$ cat src/rtl/cdc_hp_pkg.sv
package cdc_hp_pkg;
   localparam int unsigned CTRL_W      = 16;
   localparam int unsigned ROUTE_LSB   = 8;
   localparam int unsigned ROUTE_W     = 3;
   localparam int unsigned READY_BIT   = 14;
   localparam int unsigned DONE_BIT    = 15;
   localparam logic [ROUTE_W-1:0] ROUTE_MAIN = 3'd2;
   localparam logic [ROUTE_W-1:0] ROUTE_SUB  = 3'd3;

   typedef enum logic {
      PH_UPPER = 1'b0,
      PH_LOWER = 1'b1
   } pair_phase_e;
endpackage

$ cat src/rtl/cdc_hp_route_dec.sv
module cdc_hp_route_dec
   import cdc_hp_pkg::*;
#(
   parameter logic [ROUTE_W-1:0] MAIN_CODE = ROUTE_MAIN,
   parameter logic [ROUTE_W-1:0] SUB_CODE  = ROUTE_SUB
) (
   input  logic [ROUTE_W-1:0] route,
   input  logic               rd_main,
   input  logic               rd_sub,
   output logic               main_sel,
   output logic               sub_sel,
   output logic               host_sel,
   output logic               own_rd
);
   initial begin
      if (MAIN_CODE == SUB_CODE)
         $error("cdc_hp_route_dec: processor codes must differ");
   end

   always_comb begin
      main_sel = (route == MAIN_CODE);
      sub_sel  = (route == SUB_CODE);
      host_sel = main_sel | sub_sel;
      own_rd   = (main_sel & rd_main) | (sub_sel & rd_sub);
   end
endmodule

$ cat src/rtl/cdc_hp_packer.sv
module cdc_hp_packer
   import cdc_hp_pkg::*;
#(
   parameter int unsigned BYTE_W = 8,
   parameter int unsigned LANES  = 2
) (
   input  logic                    clk,
   input  logic                    rst_n,
   input  logic                    take,
   input  logic [BYTE_W-1:0]       din,
   input  logic                    phase_clr,
   input  logic                    drain,
   output logic [BYTE_W*LANES-1:0] word_q,
   output logic                    full_q,
   output logic                    ready
);
   localparam int unsigned WORD_W = BYTE_W * LANES;

   initial begin
      if (LANES != 2) $error("cdc_hp_packer: only two lanes are supported");
      if (BYTE_W == 0) $error("cdc_hp_packer: BYTE_W must be nonzero");
   end

   pair_phase_e phase_q;
   logic        fill_done;

   assign ready     = ~full_q;
   assign fill_done = take & (phase_q == PH_LOWER);

   // lane LANES-1 is the upper byte, written first
   for (genvar g = 0; g < LANES; g++) begin : g_lane
      localparam pair_phase_e LANE_PH = (g == LANES - 1) ? PH_UPPER : PH_LOWER;
      always_ff @(posedge clk) begin
         if (!rst_n)
            word_q[g*BYTE_W +: BYTE_W] <= '0;
         else if (take && phase_q == LANE_PH)
            word_q[g*BYTE_W +: BYTE_W] <= din;
      end
   end

   always_ff @(posedge clk) begin
      if (!rst_n) begin
         phase_q <= PH_UPPER;
         full_q  <= 1'b0;
      end else begin
         if (phase_clr)
            phase_q <= PH_UPPER;
         else if (take)
            phase_q <= (phase_q == PH_UPPER) ? PH_LOWER : PH_UPPER;
         if (fill_done)
            full_q <= 1'b1;
         else if (drain)
            full_q <= 1'b0;
      end
   end

   a_r5_word_held: assert property (@(posedge clk) disable iff (!rst_n)
      full_q |=> $stable(word_q));
   a_r4_full_after_pair: assert property (@(posedge clk) disable iff (!rst_n)
      $rose(full_q) |-> $past(take && phase_q == PH_LOWER));
   a_r6_drain_empties: assert property (@(posedge clk) disable iff (!rst_n)
      (full_q && drain) |=> !full_q);
   a_r5_no_take_full: assert property (@(posedge clk) disable iff (!rst_n)
      full_q |-> !take);
endmodule

$ cat src/rtl/cdc_host_port.sv
module cdc_host_port
   import cdc_hp_pkg::*;
#(
   parameter int unsigned BYTE_W = 8
) (
   input  logic                clk,
   input  logic                rst_n,
   input  logic                byte_valid,
   input  logic [BYTE_W-1:0]   byte_data,
   input  logic                byte_last,
   output logic                byte_ready,
   input  logic                ctrl_wr,
   input  logic [CTRL_W-1:0]   ctrl_wdata,
   output logic [CTRL_W-1:0]   ctrl_rdata,
   input  logic                rd_main,
   input  logic                rd_sub,
   output logic [2*BYTE_W-1:0] main_rdata,
   output logic [2*BYTE_W-1:0] sub_rdata
);
   localparam int unsigned WORD_W = 2 * BYTE_W;

   initial begin
      if (WORD_W != CTRL_W) $error("cdc_host_port: word width must match control width");
   end

   logic [ROUTE_W-1:0] route_q;
   logic               done_q;
   logic               main_sel, sub_sel, host_sel, own_rd;
   logic               accepted, take, route_chg;
   logic [WORD_W-1:0]  word_q;
   logic               full_q;

   cdc_hp_route_dec u_dec (
      .route    (route_q),
      .rd_main  (rd_main),
      .rd_sub   (rd_sub),
      .main_sel (main_sel),
      .sub_sel  (sub_sel),
      .host_sel (host_sel),
      .own_rd   (own_rd)
   );

   assign accepted  = byte_valid & byte_ready;
   assign take      = accepted & host_sel;
   assign route_chg = ctrl_wr & (ctrl_wdata[ROUTE_LSB +: ROUTE_W] != route_q);

   cdc_hp_packer #(.BYTE_W(BYTE_W), .LANES(2)) u_pack (
      .clk       (clk),
      .rst_n     (rst_n),
      .take      (take),
      .din       (byte_data),
      .phase_clr (route_chg),
      .drain     (own_rd),
      .word_q    (word_q),
      .full_q    (full_q),
      .ready     (byte_ready)
   );

   always_ff @(posedge clk) begin
      if (!rst_n) begin
         route_q <= '0;
         done_q  <= 1'b0;
      end else begin
         if (ctrl_wr) route_q <= ctrl_wdata[ROUTE_LSB +: ROUTE_W];
         if (accepted && byte_last) done_q <= 1'b1;
         else if (ctrl_wr)          done_q <= 1'b0;
      end
   end

   always_comb begin
      ctrl_rdata = '0;
      ctrl_rdata[ROUTE_LSB +: ROUTE_W] = route_q;
      ctrl_rdata[READY_BIT] = full_q;
      ctrl_rdata[DONE_BIT]  = done_q;
      main_rdata = main_sel ? word_q : '1;
      sub_rdata  = sub_sel  ? word_q : '1;
   end

   a_r8_last_sets_done: assert property (@(posedge clk) disable iff (!rst_n)
      (accepted && byte_last) |=> ctrl_rdata[DONE_BIT]);
   a_r7_foreign_read_quiet: assert property (@(posedge clk) disable iff (!rst_n)
      (rd_main && !main_sel && !own_rd && !take && !ctrl_wr) |=> $stable(ctrl_rdata));
   a_r10_drop_no_fill: assert property (@(posedge clk) disable iff (!rst_n)
      (!host_sel && !ctrl_wr) |=> $stable(word_q));
endmodule

$ cat config.mk
export PLATFORM = sky130hd
export DESIGN_NAME = cdc_host_port
export DESIGN_NICKNAME = d
export VERILOG_FILES = /design/src/rtl/cdc_hp_pkg.sv /design/src/rtl/cdc_hp_route_dec.sv /design/src/rtl/cdc_hp_packer.sv /design/src/rtl/cdc_host_port.sv
export SDC_FILE = /design/constraint.sdc
export NUM_CORES = 1
export LEC_CHECK = 0
export ABC_AREA = 0
export BUFFER_PORTS_ARGS = -buffer_cell sky130_fd_sc_hd__buf_2
export CAP_MARGIN = 10
export CORE_UTILIZATION = 42
export CTS_CLUSTER_DIAMETER = 30
export DETAILED_ROUTE_END_ITERATION = 8
export PLACE_DENSITY_LB_ADDON = 0.08
export SYNTH_ARGS = -nofsm -noshare
export SYNTH_HDL_FRONTEND = slang
export SYNTH_HIERARCHICAL = 1
export SYNTH_SLANG_ARGS = --single-unit
export TNS_END_PERCENT = 1
$ cat constraint.sdc
create_clock -name clk -period 1.7 [get_ports clk]
set_clock_uncertainty 0.15 [all_clocks]
set_input_delay 0.34 -clock clk [delete_from_list [all_inputs] [get_ports clk]]
set_output_delay 0.34 -clock clk [all_outputs]
set_load 0.02 [all_outputs]
# Word level (Yosys, flattened, before mapping)
# Index checks and enable logic that the tools add are counted.
[op_classes]
multipliers = 0
eq_ne = 3
magnitude_cmp = 0
addsub = 0
mux = 7
reduce_logical = 6
shift = 0
div_mod_pow = 0
n_bitwise = 11
[ops]
columns = ["operator", "n"]
rows = [
  ["$mux W16", 2],
  ["$and A1 B1 Y1", 6],
  ["$eq A3 B2 Y1 const B", 2],
  ["$mux W1", 5],
  ["$reduce_bool A2 Y1", 2],
  ["$logic_and A1 B1 Y1", 3],
  ["$ne A3 B3 Y1", 1],
  ["$not A1 Y1", 3],
  ["$or A1 B1 Y1", 2],
  ["$reduce_or A2 Y1", 1],
]
[word_totals]
memories = 0
latchBits = 0
mem_bits_rw = 0
ff_bits = 22
romBits = 0
wordCells = 33

# Logic depth before layout (Yosys ltp)
# Gate-level depths: netlist of the first run.
[depth]
word_depth = 5
mapped_depth = 6

# Hierarchy
# The synthesis of the first run kept the hierarchy.
[by_module_without_submodules]
columns = ["module", "n_inst", "area_per_inst_um2", "seq_area_each_um2", "cells_per_inst"]
rows = [
  ["cdc_hp_packer", 1, 695.7, 360.3, 70],
  ["cdc_host_port", 1, 511.7, 80.1, 67],
  ["cdc_hp_route_dec", 1, 41.3, 0.0, 6],
]

# Worst setup path after synthesis of the first run
# OpenSTA, ideal clock, no wires.
[synth_path]
path_type = "reg-to-output"
start = "reg route_q[1]"
end = "out main_rdata[10]"
path_stages_with_launch = 5
required_ps = 1210
path_buffers = 1
slack_ps = -47
arrival_ps = 1257
cell_sequence = "dfxtp_1 -> nand2b_4 -> nor2_1 -> buf_2 -> nand2b_1"
[synth_between]
elab_chain_cells = 2
[synth_rtl]
columns = ["item", "line", "source"]
rows = [
  ["from (decl)", "cdc_host_port.sv:26", "logic [ROUTE_W-1:0] route_q;"],
  ["from (signal assigned)", "cdc_host_port.sv:64", "if (ctrl_wr) route_q <= ctrl_wdata[ROUTE_LSB +: ROUTE_W];"],
  ["$eq A3 B2 Y1", "cdc_hp_route_dec.sv:21", "main_sel = (route == MAIN_CODE);"],
  ["named net main_sel", "cdc_host_port.sv:28", "logic main_sel, sub_sel, host_sel, own_rd;"],
  ["$mux W16", "cdc_host_port.sv:75", "main_rdata = main_sel ? word_q : '1;"],
  ["to (decl)", "cdc_host_port.sv:17", "output logic [2*BYTE_W-1:0] main_rdata,"],
]
# The timed path passes the listed nets, and every way through them passes these cells.

# Worst setup path in the final report of the first run
[layout_path]
start = "reg route_q[2]"
end = "out main_rdata[9]"
# The elaborated chain is that of the path after synthesis.

==> results by group, run 1 <==
Drt
  • Via count: about 1100
  • Via/cell ratio: between 4 and 5
  • Detailed router's first-iteration violation count: 15
  • Detail Route Antenna Nets: 0
  • DRC viols: 0
  • Drt pass-1 iters: 4
  • Wire length per cell: between 10 and 15 µm
  • Final WL: about 2500 µm

Layout
  • Post-Layout Inst Area: approximately 1600 µm²
  • Syn-to-layout area delta: 26.1%
  • Layout Cells excl Fill: 232
  • Nets: between 200 and 250
  • Layout cells sized above 1: a little under two fifths
  • Diodes inserted: 0

Global routing
  • Initial antenna violation count: 0
  • Number of global-route vias before repair: approximately 930
  • GRT met3 Usage: approximately 3%
  • Met2 Use GR: roughly 28%
  • Most Used Layer, Global Route: met2
  • Total track usage: 16.1%
  • Largest net degree at the start of global routing: 31
  • GRT met1 Usage: approximately a fifth
  • GRT overflow: 0
  • First-pass GRT wire length: 4040 µm

Timing
  • Tmin final: ~1.9 ns
  • Final worst slack: -0.181 ns
  • Worst hold margin: between 0.1 and 0.15 ns
  • Final hold vios: 0
  • Final Max Slew Viols: 0
  • Achievable Freq: roughly 0.53 GHz
  • RSZ-0062 raised after global routing: yes
  • Setup TNS: -4.32 ns
  • Setup violators final: 32
  • Crit share post-route: 111%

CTS
  • Clock Path Buffers: 2
  • Clock Latency Late Sink: slightly above 0.3 ns
  • Hold buffers post-CTS: 0
  • Clk sink count: 22
  • Clock slew at reported path FFs: roughly 0.12 ns
  • H-tree depth: 1
  • Num CTS Buffers: 3
  • Clock root buffer: clkbuf_4
  • CTS tree: built

Setup path
  • Worst Path Buf+Inv: 3
  • CP dominant cell by count: buf_4
  • Crit-path max cell delay: between 0.3 and 0.4 ns
  • Critical Path Stages: 6
  • CP cell instances: nand2b_4 -> buf_4 -> nor2_4 -> buf_4 -> nand2b_1 -> buf_2
  • R2R cell count: 6
  • Critical Path Fanout Max: 5
  • Slowest cell on crit path: dfxtp_2
  • Crit. End Element: output port
  • CP top delay family: buffers and inverters
  • Crit start category: flip-flop
  • Critical path type: flip-flop to output port
  • CP required: between 1 and 1.5 ns
  • Worst EP arrival: ~1.4 ns

Logic synthesis
  • Ys Warns: 6
  • Yosys cell types: 22
  • Post-synthesis instance total: 143
  • Synth Register Bits: 22
  • Synth area leaders: dfxtp_1, nand2b_1, mux2i_1, buf_4, nand2_1
  • Yosys top cell by area: dfxtp_1
  • Share of the synthesized area in the top cell type: between 30% and 40%
  • Register area share after synthesis: a little over a third
  • Mapped cell area: 1250 µm²
  • Post-synthesis area per instance: between 8 and 9 µm²

Run status
  • Status: finished, violations left
  • Failing checks: setup timing

Place
  • Cell Area, Placed: roughly 1500 µm²
  • Placed instance count: around 230
  • DP HPWL: about 1900 µm
  • Placer's final routability congestion estimate: a little over 0.7
  • IO Port Bufs: 55

Die
  • Die width: 56.5 µm
  • Core area: approximately 2800 µm²
  • Full die area: about 3200 µm²
  • Initial Util: 44.9%
  • Num rows: 19
  • Io pins: 80
  • Vert. Die Dim: 56.5 µm

Power
  • Internal power: roughly 0.74 mW
  • Switch share: approximately 29%
  • Clk pwr share: between 20% and 30%
  • Reg power frac: around half
  • Leakage: ~0.66 nW
  • Pwr dens: between 600 and 700 nW/µm²
  • Overall power: between 1 and 1.5 mW
  • VDD IR-drop max: slightly below 0.0005 V
  • Net switching component of the power: just over 0.3 mW
  • Logic pwr share: a little over a fifth

Hold path
  • Hold Path Depth: 3
  • Hold Path Class: input port to flip-flop

Job
  • Max_cap viols: 0
[registers in the layout, summed over array words and instances (netlist names)]
register and flops:
u_pack/full_q 1, route_q 3, done_q 1, u_pack/word_q 16, u_pack/phase_q 1
[per-layer routing]
| layer | wire length (µm) | part of all wire, % |
|---|---|---|
| met1 | 1190 | 47 |
| met2 | 1180 | 46 |
| met3 | 149 | 5.9 |
| met4 | 26 | 1.0 |
| met5 | 0 | 0 |
[worst paths after layout]
path,from,to,slack [ns]
min reg2reg,u_pack/word_q[1]$_SDFFE_PN0P_,u_pack/word_q[1]$_SDFFE_PN0P_,0.32
max reg2reg,route_q[2]$_SDFFE_PN0P_,u_pack/word_q[15]$_SDFFE_PN0P_,0.20
min,byte_data[7],u_pack/word_q[7]$_SDFFE_PN0P_,0.14
max,route_q[2]$_SDFFE_PN0P_,main_rdata[9],-0.18
[metrics by stage]
step,setup WS (ns),utilization [%]
finish,-0.181,56.6
global route,-0.266,56.6
CTS,-0.216,56.4
detailed placement,-0.124,54.4
global placement,-0.0644,54.4
floorplan,0.0449,-
[kinds of logic (layout without fill, tap and decap cells)]
kind of cell,count (synthesis),in the layout,synth area share [%]
XOR/XNOR,4,4,2.81
buffers and inverters,23,71,13.2
multiplexers,20,20,16.0
other,1,11,0.300
flip-flops,22,22,35.3
AND/OR/NAND/NOR,70,70,30.5
AO/OA/AOI/OAI,3,3,1.90
[placed cells by master (no fill, tap or decap), drive strengths merged, types with 2 or more instances in the layout]
cell / instances
xor2: 3
nand2b: 34
nor2b: 5
dfxtp: 22
conb: 11
buf: 65
and2: 2
mux2i: 20
clkbuf: 4
inv: 2
nand2: 24
nor2: 2
[timing repair]
action	CTS	global route
gates cloned	1	0
gates resized for setup	6	2
buffers inserted	0	0
setup endpoints to repair	32	32
pin swaps	0	0
[power by group through the flow]
| stage | sequential (mW) | clock (mW) | combinational (mW) |
|---|---|---|---|
| floorplan | 0.553 | 0 | 0.159 |
| global placement | 0.547 | 0 | 0.212 |
| detailed placement | 0.548 | 0 | 0.214 |
| CTS | 0.536 | 0.305 | 0.220 |
| global route | 0.538 | 0.326 | 0.239 |
| finish | 0.536 | 0.289 | 0.220 |
[Yosys cell counts]
library cell,number
nor2_1,2
a21boi_0,1
nand2b_4,1
nor3b_1,1
and3_1,1
mux2i_1,20
inv_2,1
nand2b_1,33
buf_2,3
nand2_1,24
xor2_1,3
inv_1,1
o31a_1,1
conb_1,1
nand3_1,1
o21a_1,1
buf_4,16
and2_1,2
nor2b_1,5
xnor2_1,1
dfxtp_1,22
buf_6,2
[worst register-to-register path: cells and delay by family (launching register included)]
family | cells | cell delay [ns]
flip-flops | 1 | 0.34
buffers and inverters | 2 | 0.23
multiplexers | 1 | 0.19
AND/OR/NAND/NOR | 3 | 0.53
[area by class of cell]
cell class                      instances  area, µm²
Fill cell                             283       1210
Multi-Input combinational cell        108        691
Sequential cell                        22        443
Timing Repair Buffer                   65        358
Tap cell                               31       38.8
Clock buffer                            4       36.3
Inverter                                2       7.51
Note: power is estimated with default switching activity, not from simulation.
==> inputs of run 2 (changes only) <==
- SETUP_SLACK_MARGIN: unset -> 0.1
- clock period: 1.7 -> 1.9 ns (I/O delays scaled with it)
==> run 2 against run 1 <==
Net effect:
- the flow now finishes without violations
- design area grew 2.9%
- clock-buffer cell count is the same
- sequential share of layout area shrank 0.71 points
- non-clock buffer count shrank 4
- final cell count shrank 1.3%
- highest routed layer unchanged
- first-iteration DRC count grew 67%
- die area is the same
- largest power group unchanged
- global-route usage grew 1.3 points
- via count shrank 0.76%
==> results by group, run 2 (synthesized netlist as in run 1, its figures left out) <==
Timing
  • Final hold vios: 0 (unchanged)
  • Tmin final: 1.84 ns
  • Setup violators final: 0 (was 32)
  • Setup TNS: 0 ns (was -4.32 ns)
  • RSZ-0062 raised after global routing: yes (unchanged)
  • Final Max Slew Viols: 0 (unchanged)
  • Crit share post-route: a little over nine tenths
  • Achievable Freq: about 0.54 GHz

CTS
  • Clk sink count: 22 (unchanged)
  • Clock Path Buffers: 2 (unchanged)
  • Clock root buffer: clkbuf_4 (unchanged)
  • Clock slew at reported path FFs: 0.12 ns (about the same)
  • H-tree depth: 1 (unchanged)
  • Clock Latency Late Sink: 0.31 ns (about the same)
  • Num CTS Buffers: 3 (unchanged)
  • CTS tree: built (unchanged)

Setup path
  • Critical Path Fanout Max: 8 (was 5)
  • Worst EP arrival: 1.31 ns (was 1.39 ns)
  • Reg-to-reg slack, setup: 0.33 ns (was 0.20 ns)
  • R2R cell count: 6 (unchanged)
  • FF-to-FF End: u_pack/word_q[13]$_SDFFE_PN0P_ (was u_pack/word_q[15]$_SDFFE_PN0P_)
  • Crit. End Element: output port (unchanged)
  • Critical path type: flip-flop to output port (unchanged)
  • CP required: 1.37 ns (was 1.21 ns)
  • Crit-path max cell delay: 0.34 ns (about the same)
  • Crit start category: flip-flop (unchanged)
  • Crit path launch: route_q[2]$_SDFFE_PN0P_ (unchanged)
  • Critical R2R Launch: route_q[2]$_SDFFE_PN0P_ (unchanged)
  • Slowest cell on crit path: dfxtp_2 (unchanged)
  • CP cell instances: nand2b_4 -> inv_4 -> and2_4 -> nand2b_1 -> buf_6 (was nand2b_4 -> buf_4 -> nor2_4 -> buf_4 -> nand2b_1 -> buf_2)

Global routing
  • Initial antenna violation count: 0 (unchanged)
  • Number of global-route vias before repair: 947 (was 928)
  • Total track usage: 17.4% (was 16.1%)
  • GRT overflow: 0 (unchanged)
  • First-pass GRT wire length: 4310 µm (was 4040 µm)
  • Largest net degree at the start of global routing: 31 (unchanged)

Layout
  • Most frequent cells in the layout: buf_2, nand2b_1, nand2_1 (unchanged)
  • Largest registers: u_pack/word_q (16), route_q (3) (unchanged)
  • Most common cell after layout, fill and taps aside: buf_2 (unchanged)
  • Nets: 230 (was 233)
  • Diodes inserted: 0 (unchanged)
  • Largest Register: u_pack/word_q (unchanged)
  • Largest register FFs: 16 (unchanged)
  • Syn-to-layout area delta: 29.7% (was 26.1%)
  • Layout cells sized above 1: 37.4% (was 37.3%)
  • Share of the core filled with cells: 58.2% (was 56.6%)

Hold path
  • Hold Crit Endpoint: u_pack/word_q[9]$_SDFFE_PN0P_ (was u_pack/word_q[7]$_SDFFE_PN0P_)
  • Hold Path Depth: 3 (unchanged)
  • Hold path startpoint: byte_data[1] (was byte_data[7])
  • Hold Path Class: input port to flip-flop (unchanged)

Power
  • Pwr dens: 581 nW/µm² (was 664 nW/µm²)
  • VDD IR-drop max: 0.000453 V (was 0.000490 V)
  • Leakage: 0.676 nW (was 0.656 nW)

Run status
  • Status: finished, final reports clean (was finished, violations left)

Place
  • Placer's final routability congestion estimate: 0.711 (was 0.707)
  • IO Port Bufs: 55 (unchanged)
  • DP HPWL: 1780 µm (was 1940 µm)

Drt
  • Via count: 1046 (was 1054)
  • Via/cell ratio: 4.57 (was 4.54)
  • DRC viols: 0 (unchanged)
  • Wire length per cell: 11.4 µm (was 10.9 µm)
  • Detail Route Antenna Nets: 0 (unchanged)
  • Detailed router's first-iteration violation count: 25 (was 15)
  • Drt pass-1 iters: 4 (unchanged)
  • Final WL: 2600 µm (was 2540 µm)

Die
  • Num rows: 19 (unchanged)
  • Die width: 56.5 µm (unchanged)
  • Initial Util: 44.9% (unchanged)
  • Core area: 2780 µm² (unchanged)
  • Vert. Die Dim: 56.5 µm (unchanged)
  • Full die area: 3200 µm² (unchanged)
  • Io pins: 80 (unchanged)

Job
  • Max_cap viols: 0 (unchanged)
run 2: worst max path at each step:
stage / endpoint / slack, ns / cells past startpoint
finish: sub_rdata[3] / 0.06 / 5
global route: sub_rdata[0] / -0.02 / 5
CTS: sub_rdata[7] / 0.05 / 5
detailed placement: sub_rdata[0] / -0.003 / 5
global placement: sub_rdata[2] / 0.03 / 5
floorplan: main_rdata[10] / 0.11 / 4
run 2: through the flow:
step	power (mW)	area (µm²)	setup slack [ns]	hold slack [ns]	instances
finish	0.940	1620	0.0640	0.178	229
floorplan	0.636	1290	0.113	0.288	153
detailed placement	0.674	1470	-0.00343	0.304	222
global route	0.986	1620	-0.0150	0.169	229
CTS	0.948	1590	0.0505	0.169	229
global placement	0.672	1470	0.0304	0.296	222
run 2: cell type report:
type	count	area (µm²)
clock buffers	4	36.3
multi-input cells	109	701
flip-flops and latches	22	444
inverters	2	10.0
well taps	31	38.8
repair buffers	61	389
fillers	272	1160
run 2: layer usage:
layer  track usage (%)  part of all wire, %  routed length, µm
met1              23.6                   45               1180
met4              6.27                  1.0                 26
met5                 0                    0                  0
met3              3.00                  5.2                136
met2              27.6                   48               1260
run 2: worst max-delay path, delay by kind of cell, from the launching register on:
family	cells	cell delay [ns]
flip-flops	1	0.34
AND/OR/NAND/NOR	3	0.46
buffers and inverters	2	0.20
run 2: repair_timing:
action | CTS | global route
resized for setup | 23 | 11
endpoints found under the setup margin | 32 | 39
cloned | 2 | 0
hold buffers | 0 | 0
setup buffers | 1 | 0
run 2: where the power goes:
part | leakage [nW] | switching [mW] | internal [mW]
clock | 0.0210 | 0.146 | 0.117
sequential | 0.179 | 0.00997 | 0.472
combinational | 0.476 | 0.119 | 0.0767
total | 0.676 | 0.274 | 0.666
==> inputs of run 3 (changes only) <==
- GPL_TIMING_DRIVEN: unset -> 0
- PLACE_DENSITY: unset -> 0.9
- PLACE_DENSITY_LB_ADDON: 0.08 -> unset
- SLEW_MARGIN: unset -> 0
==> run 3 against run 2 <==
Net effect:
- the run now ends with setup timing left
- global-route usage is 3.2 points higher
- core utilization is 19 points higher
- sequential share of layout area is 6.7 points lower
- non-clock buffer count is 19 higher
- clock power is 35% higher
- via count is 8.3% higher
- critical path depth is 1 higher
- design area is 33% higher
- combinational power is 49% higher
- die area stayed put
- highest routed layer unchanged
==> results by group, run 3 (synthesized netlist as in run 1, its figures left out) <==
Setup path
  • R2R cell count: 7 (was 6)
  • Crit-path max cell delay: 0.34 ns (about the same)
  • Reg-to-reg slack, setup: 0.26 ns (was 0.33 ns)
  • Worst EP arrival: 1.40 ns (was 1.31 ns)
  • Slowest cell on crit path: dfxtp_2 (unchanged)
  • Critical Path Stages: 6 (was 5)
  • Crit path launch: route_q[2]$_SDFFE_PN0P_ (unchanged)
  • CP cell instances: nand2b_4 -> inv_2 -> and2_4 -> clkbuf_16 -> nand2b_4 -> buf_6 (was nand2b_4 -> inv_4 -> and2_4 -> nand2b_1 -> buf_6)
  • FF-to-FF End: u_pack/word_q[13]$_SDFFE_PN0P_ (unchanged)
  • Worst Path Buf+Inv: 3 (was 2)
  • CP top delay family: simple AND/OR/NAND/NOR gates (unchanged)
  • Critical Path Fanout Max: 5 (was 8)
  • Critical path type: flip-flop to output port (unchanged)
  • Crit. End Element: output port (unchanged)
  • CP required: 1.37 ns (about the same)
  • Critical Path End: sub_rdata[9] (was sub_rdata[3])
  • CP dominant cell by count: nand2b_4
  • Critical R2R Launch: route_q[2]$_SDFFE_PN0P_ (unchanged)
  • Crit start category: flip-flop (unchanged)

CTS
  • Hold buffers post-CTS: 0 (unchanged)
  • Clock slew at reported path FFs: 0.12 ns (about the same)
  • H-tree depth: 1 (unchanged)
  • Clk sink count: 22 (unchanged)
  • Clock root buffer: clkbuf_4 (unchanged)
  • Num CTS Buffers: 3 (unchanged)
  • Clock Latency Late Sink: 0.30 ns (was 0.31 ns)
  • CTS tree: built (unchanged)
  • Clock Path Buffers: 2 (unchanged)

Drt
  • Via/cell ratio: 4.59 (was 4.57)
  • Via count: 1133 (was 1046)
  • DRC viols: 0 (unchanged)
  • Detail Route Antenna Nets: 0 (unchanged)
  • Wire length per cell: 13.2 µm (was 11.4 µm)
  • Drt pass-1 iters: 3 (was 4)
  • Detailed router's first-iteration violation count: 20 (was 25)
  • Final WL: 3250 µm (was 2600 µm)

Layout
  • Largest register FFs: 16 (unchanged)
  • Largest registers: u_pack/word_q (16), route_q (3) (unchanged)
  • Most frequent cells in the layout: buf_6, nand2b_4, buf_2 (was buf_2, nand2b_1, nand2_1)
  • Diodes inserted: 0 (unchanged)
  • Most common cell after layout, fill and taps aside: buf_6 (was buf_2)
  • Syn-to-layout area delta: 72.5% (was 29.7%)
  • Largest Register: u_pack/word_q (unchanged)
  • Layout cells sized above 1: 54.6% (was 37.4%)
  • Filler instances: 184 (was 272)
  • Layout Cells excl Fill: 247 (was 229)
  • Nets: 248 (was 230)

Job
  • Max_cap viols: 0 (unchanged)

Power
  • Switch share: 26.4% (was 29.2%)
  • Leakage: 0.895 nW (was 0.676 nW)
  • Net switching component of the power: 0.298 mW (was 0.274 mW)
  • Pwr dens: 524 nW/µm² (was 581 nW/µm²)
  • Reg power frac: 42.7% (was 51.3%)
  • Clk pwr share: 31.4% (was 27.9%)
  • Internal power: 0.832 mW (was 0.666 mW)
  • VDD IR-drop max: 0.000563 V (was 0.000453 V)
  • Logic pwr share: 26.0% (was 20.8%)

Global routing
  • GRT overflow: 0 (unchanged)
  • First-pass GRT wire length: 5090 µm (was 4310 µm)
  • Number of global-route vias before repair: 1072 (was 947)
  • Total track usage: 20.6% (was 17.4%)
  • Largest net degree at the start of global routing: 14 (was 31)
  • Initial antenna violation count: 0 (unchanged)

Timing
  • Setup violators final: 13 (was 0)
  • Final Max Slew Viols: 0 (unchanged)
  • Final hold vios: 0 (unchanged)
  • Final worst slack: -0.0281 ns (was 0.0640 ns)
  • Crit share post-route: 101% (was 96.6%)
  • Tmin final: 1.93 ns (was 1.84 ns)
  • Setup TNS: -0.201 ns (was 0 ns)
  • RSZ-0062 raised after global routing: yes (unchanged)
  • Achievable Freq: 0.519 GHz (was 0.545 GHz)

Die
  • Vert. Die Dim: 56.5 µm (unchanged)
  • Full die area: 3200 µm² (unchanged)
  • Initial Util: 44.9% (unchanged)
  • Num rows: 19 (unchanged)
  • Die width: 56.5 µm (unchanged)
  • Core area: 2780 µm² (unchanged)
  • Io pins: 80 (unchanged)

Run status
  • Failing checks: setup timing
  • Status: finished, violations left (was finished, final reports clean)

Hold path
  • Hold Path Class: input port to flip-flop (unchanged)

Place
  • IO Port Bufs: 54 (was 55)
  • Post-Place Worst Slack: -0.154 ns (was -0.00343 ns)
  • Placer's final routability congestion estimate: 0.757 (was 0.711)
  • DP HPWL: 1990 µm (was 1780 µm)
  • Placed instance count: 238 (was 222)
run 3: stage by stage:
step           area [µm²]  hold slack, ns  power (mW)  utilization, %
2_1_floorplan        1290           0.288       0.636               -
3_3_place_gp         1600           0.297       0.695            57.4
3_5_place_dp         1600           0.306       0.697            57.4
4_1_cts              2070           0.171        1.12            74.4
5_1_grt              2150           0.170        1.18            77.5
6_report             2150           0.182        1.13            77.5
run 3: worst register-to-register path: stages, from the launching register on:
cell      delay [ns]
dfxtp_2         0.34
nand2b_4        0.15
inv_2           0.06
buf_4           0.09
and3_1          0.21
nor2b_1         0.17
buf_4           0.22
mux2i_1         0.20
run 3: timing repair:
action | 4_1_cts | 5_1_grt
cloned | 0 | 1
pin swaps | 1 | 1
setup endpoints to repair | 32 | 32
gates resized for setup | 95 | 9
setup buffers | 3 | 1
hold endpoints to repair | 0 | 0
run 3: final cells by class:
| type | instances | area, µm² | area share [%] |
|---|---|---|---|
| multi-input cells | 108 | 893 | 41.5 |
| well taps | 31 | 38.8 | 1.80 |
| plain buffers | 21 | 183 | 8.48 |
| repair buffers | 59 | 533 | 24.7 |
| inverters | 2 | 7.51 | 0.348 |
| flip-flops and latches | 22 | 447 | 20.7 |
| clock inverters | 1 | 30.0 | 1.39 |
| clock buffers | 3 | 22.5 | 1.05 |
run 3: routing by layer:
metal | track usage [%] | part of all wire (%) | wire length (µm)
met5 | 0 | 0 | 0
met1 | 25.3 | 42 | 1360
met2 | 37.1 | 53 | 1730
met4 | 5.23 | 0.25 | 8
met3 | 3.00 | 4.7 | 152
run 3: how the worst min path moves through the flow:
stage	from	endpoint	slack [ns]	cells after the start
floorplan	u_pack/word_q[0]$_SDFFE_PN0P_	u_pack/word_q[0]$_SDFFE_PN0P_	0.29	2
global placement	u_pack/word_q[10]$_SDFFE_PN0P_	u_pack/word_q[10]$_SDFFE_PN0P_	0.30	2
detailed placement	u_pack/word_q[0]$_SDFFE_PN0P_	u_pack/word_q[0]$_SDFFE_PN0P_	0.31	2
CTS	byte_data[2]	u_pack/word_q[10]$_SDFFE_PN0P_	0.17	3
global route	byte_data[3]	u_pack/word_q[11]$_SDFFE_PN0P_	0.17	3
finish	byte_data[3]	u_pack/word_q[11]$_SDFFE_PN0P_	0.18	3
run 3: power by group through the flow:
stage,Clock (mW),Combinational (mW),Sequential (mW)
floorplan,0,0.142,0.494
global placement,0,0.204,0.491
detailed placement,0,0.206,0.491
CTS,0.359,0.283,0.482
global route,0.381,0.311,0.484
finish,0.354,0.293,0.482
